--- config.mk ---
export PLATFORM = sky130hd
export DESIGN_NAME = lamp_guess_game
export DESIGN_NICKNAME = d
export VERILOG_FILES = /design/src/rtl/lgg_pkg.sv /design/src/rtl/lgg_pacer.sv /design/src/rtl/lgg_fsm.sv /design/src/rtl/lgg_decode.sv /design/src/rtl/lamp_guess_game.sv
export SDC_FILE = /design/constraint.sdc
export NUM_CORES = 1
export LEC_CHECK = 0
export BUFFER_PORTS_ARGS = -buffer_cell sky130_fd_sc_hd__clkbuf_2
export CORE_AREA = 2 2 39 41
export CTS_CLUSTER_DIAMETER = 120
export DETAILED_ROUTE_END_ITERATION = 16
export DIE_AREA = 0 0 41 43
export PLACE_DENSITY = 0.7
export RECOVER_POWER = 100
export SLEW_MARGIN = 30
export SYNTH_ARGS = -nofsm -noshare
export SYNTH_HDL_FRONTEND = slang
export SYNTH_SLANG_ARGS = --single-unit
--- constraint.sdc ---
create_clock -name clk -period 1.1 [get_ports clk]
set_input_delay 0.22 -clock clk [delete_from_list [all_inputs] [get_ports clk]]
set_output_delay 0.22 -clock clk [all_outputs]
set_load 0.1 [all_outputs]
--- src/rtl/lgg_pkg.sv ---
// Shared types for the lamp guessing game.
// Assumes exactly four ring lamps; the state codes are fixed so that
// the rotation steps form a single-bit-change sequence.
package lgg_pkg;

    localparam int NUM_LAMPS = 4;

    typedef enum logic [2:0] {
        ST_L1   = 3'b000,
        ST_L2   = 3'b001,
        ST_L3   = 3'b011,
        ST_L4   = 3'b010,
        ST_HIT  = 3'b100,
        ST_MISS = 3'b101
    } game_st_e;

    // Lamp pattern that belongs to a state; zero outside the ring.
    function automatic logic [NUM_LAMPS-1:0] lamp_mask(input game_st_e st);
        case (st)
            ST_L1:   return 4'b0001;
            ST_L2:   return 4'b0010;
            ST_L3:   return 4'b0100;
            ST_L4:   return 4'b1000;
            default: return 4'b0000;
        endcase
    endfunction

    // Successor of a ring state.
    function automatic game_st_e next_lit(input game_st_e st);
        case (st)
            ST_L1:   return ST_L2;
            ST_L2:   return ST_L3;
            ST_L3:   return ST_L4;
            default: return ST_L1;
        endcase
    endfunction

    function automatic logic is_ring(input game_st_e st);
        return (st == ST_L1) || (st == ST_L2) || (st == ST_L3) || (st == ST_L4);
    endfunction

endpackage

--- src/rtl/lgg_pacer.sv ---
// Pseudorandom step pacer.
// A prescaler divides the clock down to the pacing tick; on each tick
// a Fibonacci shift register advances. The step enable is raised on a
// tick when the low MATCH_BITS of the register are zero, or on every
// tick when FORCE_STEP is set. Assumes SEED is nonzero.
module lgg_pacer #(
    parameter int          LFSR_W     = 8,
    parameter logic [7:0]  TAP_MASK   = 8'hB8,
    parameter logic [7:0]  SEED       = 8'h01,
    parameter int          MATCH_BITS = 2,
    parameter bit          FORCE_STEP = 1'b0,
    parameter int          CLK_HZ     = 12,
    parameter int          LAMP_HZ    = 4,
    parameter int          SPEEDUP    = 3
) (
    input  logic clk,
    input  logic rst_n,
    output logic step_o
);
    localparam int DIV = (CLK_HZ / (LAMP_HZ * SPEEDUP) < 1) ? 1
                         : CLK_HZ / (LAMP_HZ * SPEEDUP);

    logic              tick;
    logic [LFSR_W-1:0] shreg;
    logic              feedback;

    generate
        if (DIV <= 1) begin : g_no_div
            assign tick = 1'b1;
        end else begin : g_div
            localparam int CW = $clog2(DIV);
            logic [CW-1:0] cnt;
            // Count clocks between pacing ticks.
            always_ff @(posedge clk) begin
                if (!rst_n)                       cnt <= '0;
                else if (cnt == CW'(DIV - 1))     cnt <= '0;
                else                              cnt <= cnt + 1'b1;
            end
            assign tick = (cnt == CW'(DIV - 1));
        end
    endgenerate

    assign feedback = ^(shreg & TAP_MASK[LFSR_W-1:0]);

    // Advance the shift register once per tick; reload the seed on reset.
    always_ff @(posedge clk) begin
        if (!rst_n)     shreg <= SEED[LFSR_W-1:0];
        else if (tick)  shreg <= {shreg[LFSR_W-2:0], feedback};
    end

    generate
        if (FORCE_STEP) begin : g_fixed
            assign step_o = tick;
        end else begin : g_random
            assign step_o = tick && (shreg[MATCH_BITS-1:0] == '0);
        end
    endgenerate

    // a maximal-length register never reaches the all-zero lock-up value.
    assert_lfsr_nonzero_R4: assert property (@(posedge clk) disable iff (!rst_n)
        $past(rst_n) |-> (shreg != '0));

    // the seed is present right after a reset edge.
    assert_seed_load_R1: assert property (@(posedge clk)
        !rst_n |=> (shreg == SEED[LFSR_W-1:0]));

endmodule

--- src/rtl/lgg_fsm.sv ---
// Game state register and next-state logic.
// Judges the buttons on every edge in a ring state, advances the ring
// only when step_i is high, and waits for full release in the end states.
// Assumes btn_i is synchronous and debounced.
module lgg_fsm
    import lgg_pkg::*;
(
    input  logic                 clk,
    input  logic                 rst_n,
    input  logic [NUM_LAMPS-1:0] btn_i,
    input  logic                 step_i,
    output game_st_e             state_o
);
    game_st_e state, nxt;
    logic     any_btn;

    assign any_btn = |btn_i;

    // Choose the next state from the current state, buttons and pacer.
    always_comb begin
        nxt = state;
        case (state)
            ST_L1, ST_L2, ST_L3, ST_L4: begin
                if (any_btn)     nxt = (btn_i == lamp_mask(state)) ? ST_HIT : ST_MISS;
                else if (step_i) nxt = next_lit(state);
            end
            ST_HIT, ST_MISS: begin
                if (!any_btn)    nxt = ST_L1;
            end
            default:             nxt = ST_L1;
        endcase
    end

    // State register; reset lands in the hit state.
    always_ff @(posedge clk) begin
        if (!rst_n) state <= ST_HIT;
        else        state <= nxt;
    end

    assign state_o = state;

    // reset edge leaves the machine in the hit state.
    assert_reset_hit_R1: assert property (@(posedge clk)
        !rst_n |=> (state == ST_HIT));

    // a rotation step flips exactly one state bit.
    assert_gray_step_R2: assert property (@(posedge clk) disable iff (!rst_n)
        (is_ring(state) && !any_btn && step_i) |=> ($countones(state ^ $past(state)) == 1));

    // without a step and without buttons the lit lamp holds.
    assert_hold_lamp_R3: assert property (@(posedge clk) disable iff (!rst_n)
        (is_ring(state) && !any_btn && !step_i) |=> $stable(state));

    // the matching single button gives a hit.
    assert_hit_R5: assert property (@(posedge clk) disable iff (!rst_n)
        (is_ring(state) && (btn_i == lamp_mask(state))) |=> (state == ST_HIT));

    // any other pressed pattern gives a miss.
    assert_miss_R6: assert property (@(posedge clk) disable iff (!rst_n)
        (is_ring(state) && any_btn && (btn_i != lamp_mask(state))) |=> (state == ST_MISS));

    // end states hold while a button is down.
    assert_end_hold_R8: assert property (@(posedge clk) disable iff (!rst_n)
        (!is_ring(state) && any_btn) |=> $stable(state));

    // full release restarts the ring at the first lamp.
    assert_restart_R8: assert property (@(posedge clk) disable iff (!rst_n)
        (!is_ring(state) && !any_btn) |=> (state == ST_L1));

endmodule

--- src/rtl/lgg_decode.sv ---
// Moore output decoder: ring lamps and miss lamp from the state only.
module lgg_decode
    import lgg_pkg::*;
(
    input  logic                 clk,
    input  logic                 rst_n,
    input  game_st_e             state_i,
    output logic [NUM_LAMPS-1:0] lamp_o,
    output logic                 err_o
);
    // Translate the state code into lamp levels.
    always_comb begin
        lamp_o = lamp_mask(state_i);
        err_o  = (state_i == ST_MISS);
    end

    // at most one lamp of the five is lit at any time.
    assert_one_lamp_R9: assert property (@(posedge clk) disable iff (!rst_n)
        $onehot0({lamp_o, err_o}));

endmodule

--- src/rtl/lamp_guess_game.sv ---
// Top of the lamp guessing game: pacer, state machine and output decoder.
// Assumes debounced synchronous buttons and a synchronous active-low reset.
module lamp_guess_game
    import lgg_pkg::*;
#(
    parameter logic [7:0] SEED       = 8'h01,
    parameter bit         FORCE_STEP = 1'b0,
    parameter int         CLK_HZ     = 12,
    parameter int         LAMP_HZ    = 4,
    parameter int         SPEEDUP    = 3
) (
    input  logic       clk,
    input  logic       rst_n,
    input  logic [3:0] btn_i,
    output logic [3:0] lamp_o,
    output logic       err_o
);
    logic     step;
    game_st_e state;

    lgg_pacer #(
        .LFSR_W     (8),
        .TAP_MASK   (8'hB8),
        .SEED       (SEED),
        .MATCH_BITS (2),
        .FORCE_STEP (FORCE_STEP),
        .CLK_HZ     (CLK_HZ),
        .LAMP_HZ    (LAMP_HZ),
        .SPEEDUP    (SPEEDUP)
    ) u_pacer (
        .clk    (clk),
        .rst_n  (rst_n),
        .step_o (step)
    );

    lgg_fsm u_fsm (
        .clk     (clk),
        .rst_n   (rst_n),
        .btn_i   (btn_i),
        .step_i  (step),
        .state_o (state)
    );

    lgg_decode u_dec (
        .clk     (clk),
        .rst_n   (rst_n),
        .state_i (state),
        .lamp_o  (lamp_o),
        .err_o   (err_o)
    );

endmodule

Word level (Yosys, flattened, before mapping)
Cells that the tools add are included.

word-level totals
  register bits = 11
  bits of input ports = 6
  logic and storage cells = 26

cells by class
  equal/unequal tests = 8
  muxes and demuxes = 9
  reductions and logical operators = 7

operators by type and width
  cell                                                  count
  one-hot mux 4 bit (4 select lines)                    1
  two-way mux 3 bit                                     3
  two-way mux 4 bit                                     2
  OR reduction 4 bit                                    2
  parity 8 bit                                          1
  equality test 3 x 2 -> 1 bit (second input constant)  2
  equality test 3 bit (second input constant)           2
  one-hot mux 2 bit (3 select lines)                    1
  one-hot mux 3 bit (2 select lines)                    1
  equality test 4 bit                                   1
  equality test 3 x 1 -> 1 bit (second input constant)  1
  zero test 3 bit                                       1
  != test 3 x 2 -> 1 bit (second input constant)        1
  zero test 2 bit                                       1
  != test 2 bit (second input constant)                 1
  AND reduction 2 bit                                   1
  OR reduction 2 bit                                    1
  two-way mux 1 bit                                     1

Logic depth before layout (Yosys ltp)
Gate-level depths: netlist (run 1).

  depth in word-level cells = 8
  gate-level depth with buffers = 5

Hierarchy
From an unflattened synthesis (run 1), not the netlist that was laid out.

second synthesis, totals
  cells, all modules = 52
  area, all modules = 494.2 µm²

by module, submodules not included
  module      times used  cells each  area an instance (µm²)  seq. area each (µm²)
  lgg_pacer   1           20          239.0                   160.2
  lgg_fsm     1           27          215.2                   60.1
  lgg_decode  1           5           40.0                    0.0

Worst setup path after synthesis (run 1)
Ideal clock, no wire load.

  kind = flip-flop to flip-flop
  from = reg u_fsm.state[1] (netlist: u_fsm.state_o[1])
  to = reg u_fsm.state[0] (netlist: u_fsm.state_o[0])
  library setup time = 0.126 ns
  arrival time = 3.171 ns
  data required time = 0.974 ns
  slack = -2.197 ns
  stages on the path, launching flop included = 6
  buffers on the path = 1
  period minus slack after synthesis = 3.297 ns
  cells stage by stage = dfxtp_1 > buf_4 > nor3b_1 > xor2_1 > o21ai_0 > nand3_1

on the way
  longest elaborated chain between the ends = 8

ends and longest elaborated chain
  what                                                  line                   source
  start, declared                                       lgg_fsm.sv:14          game_st_e state, nxt;
  start signal, assigned                                lgg_fsm.sv:37          else state <= nxt;
  equality test 3 x 2 -> 1 bit (tied with other cells)  -
  one-hot mux 4 bit (4 select lines) (*)                -
  named net lamp_o[1]                                   lamp_guess_game.sv:15  output logic [3:0] lamp_o,
  two-way mux 4 bit (*)                                 lgg_fsm.sv:24          if (any_btn) nxt = (btn_i == lamp_mask(state)) ? ST_HIT : ST_MISS;
  two-way mux 4 bit (*)                                 lgg_fsm.sv:22          case (state)
  equality test 4 bit (*)                               lgg_fsm.sv:24
  two-way mux 1 bit (*)                                 lgg_fsm.sv:24
  two-way mux 3 bit (*)                                 lgg_fsm.sv:24
  one-hot mux 3 bit (2 select lines) (*)                lgg_fsm.sv:22

The timed path passes the listed nets; every way through them passes the cells marked *. The select of a mux whose other input is x is not followed.
A chain may end at the register's enable or synchronous reset.

Worst setup path in the final report (run 1)
  from = reg u_fsm.state[2] (netlist: u_fsm.state_o[2])
  to = out lamp_o[0]

on the way
  longest elaborated chain between the ends = 2

ends and longest elaborated chain
  what                                                  line                   source
  equality test 3 x 2 -> 1 bit (tied with other cells)  lgg_pkg.sv:19          case (st)
  one-hot mux 4 bit (4 select lines) (*)                lgg_pkg.sv:19
  end, declared                                         lamp_guess_game.sv:15

Mark *: on every way between the ends. The rest lies on a longest branch, timed or not.

==> qor.csv, run 1 <==
metric,value,unit
largest net degree at the start of global routing,11,
Setup CP Type,reg -> out,
CTS tree,built,
Post-synth EDFFs,0,
startpoint types,flip-flop,
total routed wirelength,1200,um
Yosys warning count,0,
Final Skew,0.00110,ns
Synth area leader,dfxtp_1,
initial drt markers,4,
post-synthesis cell type count,24,
NetSw,188,uW
clock share of power,33.4,%
setup TNS,-1.36,ns
die footprint,1760,um^2
maximum vdd drop,713,uV
mux contribution to synthesized area,1.90,%
I/O pins,11,
critical path data arrival time,1.18,ns
Synth Area in Adders,0,%
first-pass GRT wire length,2080,um
root buf cell,clkbuf_4,
failing checks,negative setup slack,
Worst-Margin Slew,0.263,ns
GRT Overall Usage,16.8,%
Initial Utilization,38.2,%
"FF+latch count, synth",11,
Synth Area in XOR/XNOR,6.64,%
crit end category,output port,
initial antenna violation count,0,
vias per inst,4.74,
die height,43,um
Register Area,231,um^2
Max Freq,715,MHz
die width,41,um
final hold violations,0,
Via Count,479,
layout cells sized above 1,50.6,%
maxcap violations,0,
Int Power,600,uW
"top cells by area, synth","dfxtp_1 (42%), and2_1 (9.5%), nor3b_1 (7.1%)",
area taken by multi-input logic gates,344,um^2
status,finished with violations,
placed cell area,772,um^2
routability cong.,0.748,
CTS Buf Count,3,
most common cell in the netlist,dfxtp_1,
Pleak,0.000369,uW
sequential fraction of design power,52.4,%
unrepaired setup endpoints after global routing,yes,
Mapped Cells,58,
drt wl/cell,11.9,um
Core ar.,1380,um^2
Synth Area in Simple Gates,38.9,%
# DRC,0,
P&R area growth vs syn,67.1,%
Final Cell Area,882,um^2
crit share post-route,127,%
vias in the first global route,526,
CTS Hold Bufs,0,
clk buf depth,2,
Worst Hold Class,in -> reg,
"Data required, critical path",0.88,ns
cell area after synthesis,528,um^2
top post-synthesis cells by count,"dfxtp_1 (11), and2_1 (8), nor3b_1 (5)",
asr flop ratio synth,0,%
largest family of logic cells by synthesized area,simple AND/OR/NAND/NOR gates,
Final nets,92,
max_slew headroom,82.3,%
TritonRoute pass-1 iters,2,
# fillers,128,
Antenna diodes,0,
complex-gate fraction of the synthesized area,5.21,%
final setup margin,-0.298,ns
Comb pwr share,14.3,%
total gr overflow,0,
"Power, Total",789,uW
H-tree depth,1,
PD cells,894,nW/um^2
worst-skew pair later-pin latency,0.26,ns
post-synth top area share,41.7,%
Clock Sinks,11,
switching share of power,23.9,%
"Net Count, Synth",64,
register area share after synthesis,41.7,%
syn avg cell area,9.10,um^2
dpl hpwl,827,um
final setup vio count,6,
PortBufs,10,
ys flop type,dfxtp_1,
crit path time final,1.40,ns
clk slew on worst S/H paths,0.07,ns
Row Count,14,
final count of pins violating max slew,0,
Detail Route Antenna Nets,0,
Critical Path Fanout Max,6,
[metal layers]
layer / GRT usage [%] / routed length [um] / vias up / part of all wire [%]
met1: 19.1 / 501 / 214 / 42
met2: 29.4 / 648 / 10 / 54
met4: 7.33 / 5 / 0 / 0.42
li1: - / - / 253 / -
met3: 1.57 / 42 / 2 / 3.5
met5: 0 / 0 / - / 0
[per-stage QoR]
step                      setup slack [ns]  hold slack (ns)  utilization (%)  instances
after floorplan                     -0.698            0.383                -         58
after CTS                           -0.311            0.247             62.7        101
after detailed placement            -0.226            0.424             55.8         92
after global routing                -0.341            0.286             63.7        101
final                               -0.298            0.277             63.7        101
after global placement              -0.185            0.421             55.8         92
[path summary, 6_finish.rpt]
kind | startpoint | end | slack [ns] | depth (start not counted)
setup reg to reg | u_fsm.state_o[1]$_SDFFE_PN0P_ | u_fsm.state_o[0]$_SDFFE_PN0P_ | -0.17 | 5
setup / recovery | u_fsm.state_o[2]$_SDFFE_PN1P_ | lamp_o[0] | -0.30 | 3
hold reg to reg | u_pacer.shreg[6]$_SDFF_PN0_ | u_pacer.shreg[7]$_SDFF_PN0_ | 0.44 | 1
hold / removal | rst_n | u_fsm.state_o[2]$_SDFFE_PN1P_ | 0.28 | 3
[worst max-delay path, cell delays in order (launching register included)]
cell,delay [ns]
dfxtp_4,0.37
buf_6,0.12
nor3_4,0.22
buf_12,0.20
[final cells by class]
class / instances / share of cell area, %
clock buffer: 4 / 2.98
timing repair buffer: 27 / 29.5
multi-input combinational: 43 / 39.0
tap: 16 / 2.27
sequential: 11 / 26.2
[state kept, by name (all words and copies together) (netlist names)]
register,flops
u_fsm.state_o,3
u_pacer.shreg,8
[power groups by stage]
stage / combinational, uW / clock [uW] / sequential, uW
after CTS: 110 / 274 / 412
after global routing: 122 / 287 / 414
after detailed placement: 105 / 0 / 427
final: 113 / 263 / 413
after floorplan: 58.0 / 0 / 424
after global placement: 103 / 0 / 426
[kinds of logic after synthesis]
logic type | after synthesis
compound gates | 5
flops | 11
simple gates | 33
mux | 1
xor+xnor | 4
buf+inv | 4
[what timing repair did]
item,4_1_cts,5_1_grt
gates resized for setup,11,4
setup endpoints to repair,6,7
buffers inserted,5,0
pin swaps,7,2
[cells in the final DEF (no fill, tap or decap), types with 3 or more instances in the layout]
| cell type | n |
|---|---|
| clkbuf_2 | 5 |
| buf_4 | 13 |
| buf_6 | 3 |
| buf_12 | 5 |
| dfxtp_4 | 3 |
| xor2_1 | 3 |
| clkbuf_4 | 3 |
| nand2_1 | 4 |
| dfxtp_1 | 8 |
| and2_1 | 5 |
No activity file was read; power rests on OpenSTA's default activity.
==> run 2: changes to the inputs <==
--- a/config.mk
+++ b/config.mk
@@ -12,6 +12,7 @@
 export DIE_AREA = 0 0 41 43
 export PLACE_DENSITY = 0.7
 export RECOVER_POWER = 100
+export REMOVE_ABC_BUFFERS = 1
 export SLEW_MARGIN = 30
 export SYNTH_ARGS = -nofsm -noshare
 export SYNTH_HDL_FRONTEND = slang
==> run 2 against run 1 <==
The flow still finishes with violations (negative setup slack); clock skew rose by 0.0018 ns; critical path depth rose by 1; via count fell by 1.0%; die area did not move; cell area fell by 6.5%; utilization fell by 4.2 points; first-iteration DRC count rose by 75%; non-clock buffer count fell by 3; register-to-register slack improved by 0.09 ns; total power fell by 0.78%; routed wire length fell by 7.0%; critical endpoint is now lamp_o[3].
==> qor.csv, run 2 (same netlist as run 1, synthesis figures left out) <==
metric,value,unit
# DRC,0,
initial antenna violation count,0,
final setup margin,-0.325,ns
Clock Sinks,11,
vias in the first global route,460,
delay of the slowest critical-path stage,0.36,ns
NetSw,185,uW
Max Freq,702,MHz
Worst Hold Class,in -> reg,
PD cells,949,nW/um^2
final count of pins violating max slew,0,
final cell count without fillers,98,
Antenna diodes,0,
Comb pwr share,13.4,%
root buf cell,clkbuf_4,
Worst-Margin Slew,0.229,ns
placed cells,94,
reg2reg path depth,4,
I/O pins,11,
maximum vdd drop,320,uV
total gr overflow,0,
Pleak,0.000352,uW
final hold violations,0,
maxcap violations,0,
die footprint,1760,um^2
TritonRoute pass-1 iters,2,
failing checks,negative setup slack,
worst hold stages,3,
sequential fraction of design power,52.9,%
Via Count,474,
GRT Overall Usage,15.9,%
switching share of power,23.7,%
"commonest non-fill, non-tap cell in the layout",buf_4,
status,finished with violations,
"Data required, critical path",0.88,ns
clk slew on worst S/H paths,0.07,ns
Final nets,89,
worst-skew pair later-pin latency,0.26,ns
Largest Register,u_pacer.shreg,
# fillers,119,
Int Power,597,uW
crit share post-route,130,%
P&R area growth vs syn,56.2,%
unrepaired setup endpoints after global routing,yes,
clock share of power,33.7,%
Critical Path Fanout Max,6,
Final Cell Area,825,um^2
critical path data arrival time,1.20,ns
Final Core Density,59.6,%
layout cells sized above 1,45.1,%
vias per inst,4.84,
Final Skew,0.00291,ns
Core ar.,1380,um^2
Post-CTS Setup Inserts,0,
CTS Buf Count,3,
CP max-delay cell,dfxtp_4,
Initial Utilization,38.2,%
Detail Route Antenna Nets,0,
largest net degree at the start of global routing,11,
hold path startpoint,rst_n,
setup TNS,-1.50,ns
Row Count,14,
CTS tree,built,
clk buf depth,2,
first-pass GRT wire length,1920,um
startpoint types,flip-flop,
placed cell area,748,um^2
total routed wirelength,1110,um
routability cong.,0.820,
die height,43,um
max_slew headroom,84.6,%
H-tree depth,1,
start point of the critical path,u_fsm.state_o[0]$_SDFFE_PN0P_,
crit path time final,1.42,ns
Setup CP Type,reg -> out,
final setup vio count,6,
worst r2r src,u_fsm.state_o[1]$_SDFFE_PN0P_,
most frequent cells in the layout,"buf_4 (12), dfxtp_1 (8), and2_1 (6)",
die width,41,um
dpl hpwl,831,um
initial drt markers,7,
drt wl/cell,11.4,um
CTS Hold Bufs,0,
crit end category,output port,
cells along the critical path,buf_6 -> nor3b_4 -> buf_4 -> buf_12,
PortBufs,10,
Largest register FFs,8,
-- run 2: worst paths after layout --
kind / endpoint / slack [ns]
max: lamp_o[3] / -0.32
min: u_fsm.state_o[2]$_SDFFE_PN1P_ / 0.28
max reg2reg: u_fsm.state_o[0]$_SDFFE_PN0P_ / -0.08
min reg2reg: u_pacer.shreg[7]$_SDFF_PN0_ / 0.45
-- run 2: layout make-up --
cell class,instances,area (um^2),share of cell area (%)
timing repair buffer,24,234,28.4
multi-input combinational,43,313,37.9
clock buffer,4,26.3,3.19
tap,16,20.0,2.43
sequential,11,231,28.1
-- run 2: per-layer routing --
metal | GRT usage, % | vias up | wire [um]
li1 | - | 246 | -
met1 | 19.2 | 213 | 526
met2 | 25.0 | 13 | 527
met3 | 3.66 | 2 | 51
met4 | 8.00 | 0 | 9
met5 | 0 | - | 0
-- run 2: metrics by stage --
| step | setup slack (ns) | power, uW | hold slack, ns |
|---|---|---|---|
| after detailed placement | -0.182 | 527 | 0.426 |
| after CTS | -0.329 | 796 | 0.244 |
| after global placement | -0.161 | 524 | 0.425 |
| after floorplan | -2.20 | 469 | 0.282 |
| after global routing | -0.396 | 817 | 0.289 |
| final | -0.325 | 782 | 0.283 |
-- run 2: worst max-delay path: cells and delay by family (launching register included) --
family | cells | cell delay, ns
and+or+nand+nor | 1 | 0.15
DFF | 1 | 0.36
buffers and inverters | 3 | 0.42
-- run 2: power by group through the flow --
stage | Sequential, uW | Combinational [uW] | Clock [uW]
floorplan | 426 | 43.3 | 0
global placement | 427 | 96.5 | 0
detailed placement | 427 | 99.8 | 0
CTS | 417 | 103 | 276
global route | 415 | 114 | 288
finish | 414 | 105 | 264
-- run 2: repair_timing --
action,in CTS,in global routing
setup endpoints to repair,6,6
resized for setup,10,5
pin swaps,2,1
cloned,0,0
==> run 3: changes to the inputs <==
--- a/config.mk
+++ b/config.mk
@@ -6,11 +6,10 @@
 export NUM_CORES = 1
 export LEC_CHECK = 0
 export BUFFER_PORTS_ARGS = -buffer_cell sky130_fd_sc_hd__clkbuf_2
-export CORE_AREA = 2 2 39 41
+export CORE_MARGIN = 2
+export CORE_UTILIZATION = 38
 export CTS_CLUSTER_DIAMETER = 120
 export DETAILED_ROUTE_END_ITERATION = 16
-export DIE_AREA = 0 0 41 43
-export PLACE_DENSITY = 0.7
 export RECOVER_POWER = 100
 export REMOVE_ABC_BUFFERS = 1
 export SLEW_MARGIN = 30
==> run 3 against run 2 <==
The flow still finishes with violations (negative setup slack); setup slack improved by 0.038 ns; total power rose by 3.1%; via count rose by 8.9%; flip-flop and latch count did not move; sequential share of layout area fell by 2.8 points; combinational power rose by 13%; non-clock buffer count rose by 8; register-to-register slack got worse by 0.04 ns; critical path depth did not move.
==> qor.csv, run 3 (same netlist as run 1, synthesis figures left out) <==
metric,value,unit
status,finished with violations,
failing checks,negative setup slack,
Detail Route Antenna Nets,0,
"Data required, critical path",0.88,ns
Critical Path Fanout Max,6,
CTS Buf Count,3,
P&R area growth vs syn,73.7,%
clk slew on worst S/H paths,0.07,ns
dpl hpwl,856,um
crit end category,output port,
initial drt markers,2,
final hold violations,0,
hold endpoint,u_fsm.state_o[2]$_SDFFE_PN1P_,
Worst Hold Class,in -> reg,
Clock Sinks,11,
worst r2r src,u_fsm.state_o[1]$_SDFFE_PN0P_,
most frequent cells in the layout,"buf_4 (17), dfxtp_1 (8), clkbuf_2 (5), buf_12 (5)",
"worst slack, placed",-0.170,ns
startpoint types,flip-flop,
flop-to-flop setup slack,-0.12,ns
drt wl/cell,11.8,um
final setup margin,-0.287,ns
"commonest non-fill, non-tap cell in the layout",buf_4,
vias in the first global route,491,
crit path time final,1.39,ns
total routed wirelength,1240,um
max_slew headroom,82.4,%
routability cong.,0.812,
final setup vio count,6,
maxcap violations,0,
largest net degree at the start of global routing,11,
root buf cell,clkbuf_4,
# DRC,0,
Setup CP Type,reg -> out,
reg2reg path depth,7,
PD cells,879,nW/um^2
Core ar.,1300,um^2
H-tree depth,1,
GRT Overall Usage,20.4,%
layout cells sized above 1,56.7,%
Largest register FFs,8,
worst hold stages,3,
final count of pins violating max slew,0,
CTS Hold Bufs,0,
Pleak,0.000400,uW
Initial Utilization,40.6,%
die width,41.3,um
reg-to-reg endpoint,u_fsm.state_o[0]$_SDFFE_PN0P_,
Row Count,13,
TritonRoute pass-1 iters,4,
clk buf depth,2,
initial antenna violation count,0,
hold path startpoint,rst_n,
CTS tree,built,
total gr overflow,0,
die footprint,1700,um^2
Largest Register,u_pacer.shreg,
I/O pins,11,
unrepaired setup endpoints after global routing,yes,
vias per inst,4.91,
die height,41.3,um
final hold slack,0.269,ns
Final nets,97,
crit share post-route,126,%
maximum vdd drop,546,uV
Via Count,516,
Final Skew,0.00338,ns
PortBufs,10,
Worst-Margin Slew,0.261,ns
critical path data arrival time,1.17,ns
worst-skew pair later-pin latency,0.27,ns
Max Freq,721,MHz
Antenna diodes,0,
first-pass GRT wire length,2160,um
==> run 3: repair_timing <==
item,CTS,global route
endpoints found under the setup margin,6,6
gates cloned,0,0
pin swaps,3,8
endpoints found under the hold margin,0,0
buffers inserted,6,2
resized for setup,18,7
==> run 3: routing by layer <==
layer	track usage, %	part of all wire, %	up-vias
met5	0	0	-
met2	32.4	53	14
met3	7.07	4.6	4
li1	-	-	265
met1	23.2	40	233
met4	12.1	2.2	0
==> run 3: layout make-up <==
| type | instances | area [um^2] |
|---|---|---|
| fillers | 99 | 384 |
| multi-input cells | 43 | 335 |
| repair buffers | 32 | 305 |
| flip-flops and latches | 11 | 231 |
| clock buffers | 4 | 26.3 |
| well taps | 15 | 18.8 |
==> run 3: report_power, final <==
| part | total, uW | switching, uW | internal (uW) |
|---|---|---|---|
| logic | 119 | 55.6 | 63.3 |
| registers | 414 | 9.83 | 404 |
| clock network | 274 | 133 | 141 |
| total | 807 | 198 | 608 |
==> run 3: worst max path at each step <==
stage / startpoint / to / cells past startpoint
after global routing: u_fsm.state_o[0]$_SDFFE_PN0P_ / lamp_o[1] / 3
after detailed placement: btn_i[0] / u_fsm.state_o[1]$_SDFFE_PN0P_ / 4
final: u_fsm.state_o[0]$_SDFFE_PN0P_ / lamp_o[0] / 4
after CTS: u_fsm.state_o[0]$_SDFFE_PN0P_ / lamp_o[0] / 4
after global placement: u_fsm.state_o[0]$_SDFFE_PN0P_ / u_fsm.state_o[0]$_SDFFE_PN0P_ / 5
after floorplan: u_fsm.state_o[0]$_SDFFE_PN0P_ / u_fsm.state_o[0]$_SDFFE_PN0P_ / 4
==> run 3: worst max-delay path, stage by stage (launching register included) <==
cell and delay, ns:
dfxtp_4 0.37, buf_6 0.12, nor3_2 0.09, buf_4 0.15
buf_12 0.16
==> run 3: per-stage QoR <==
step	total power [uW]	util, %	TNS (ns)	cells	cell area, um^2
after CTS	802	68.1	-1.31	104	886
after detailed placement	528	58.0	-0.851	94	754
final	807	70.5	-1.38	105	917
after floorplan	469	-	-8.25	54	498
after global routing	847	70.5	-1.71	105	917
after global placement	525	58.0	-0.821	94	754
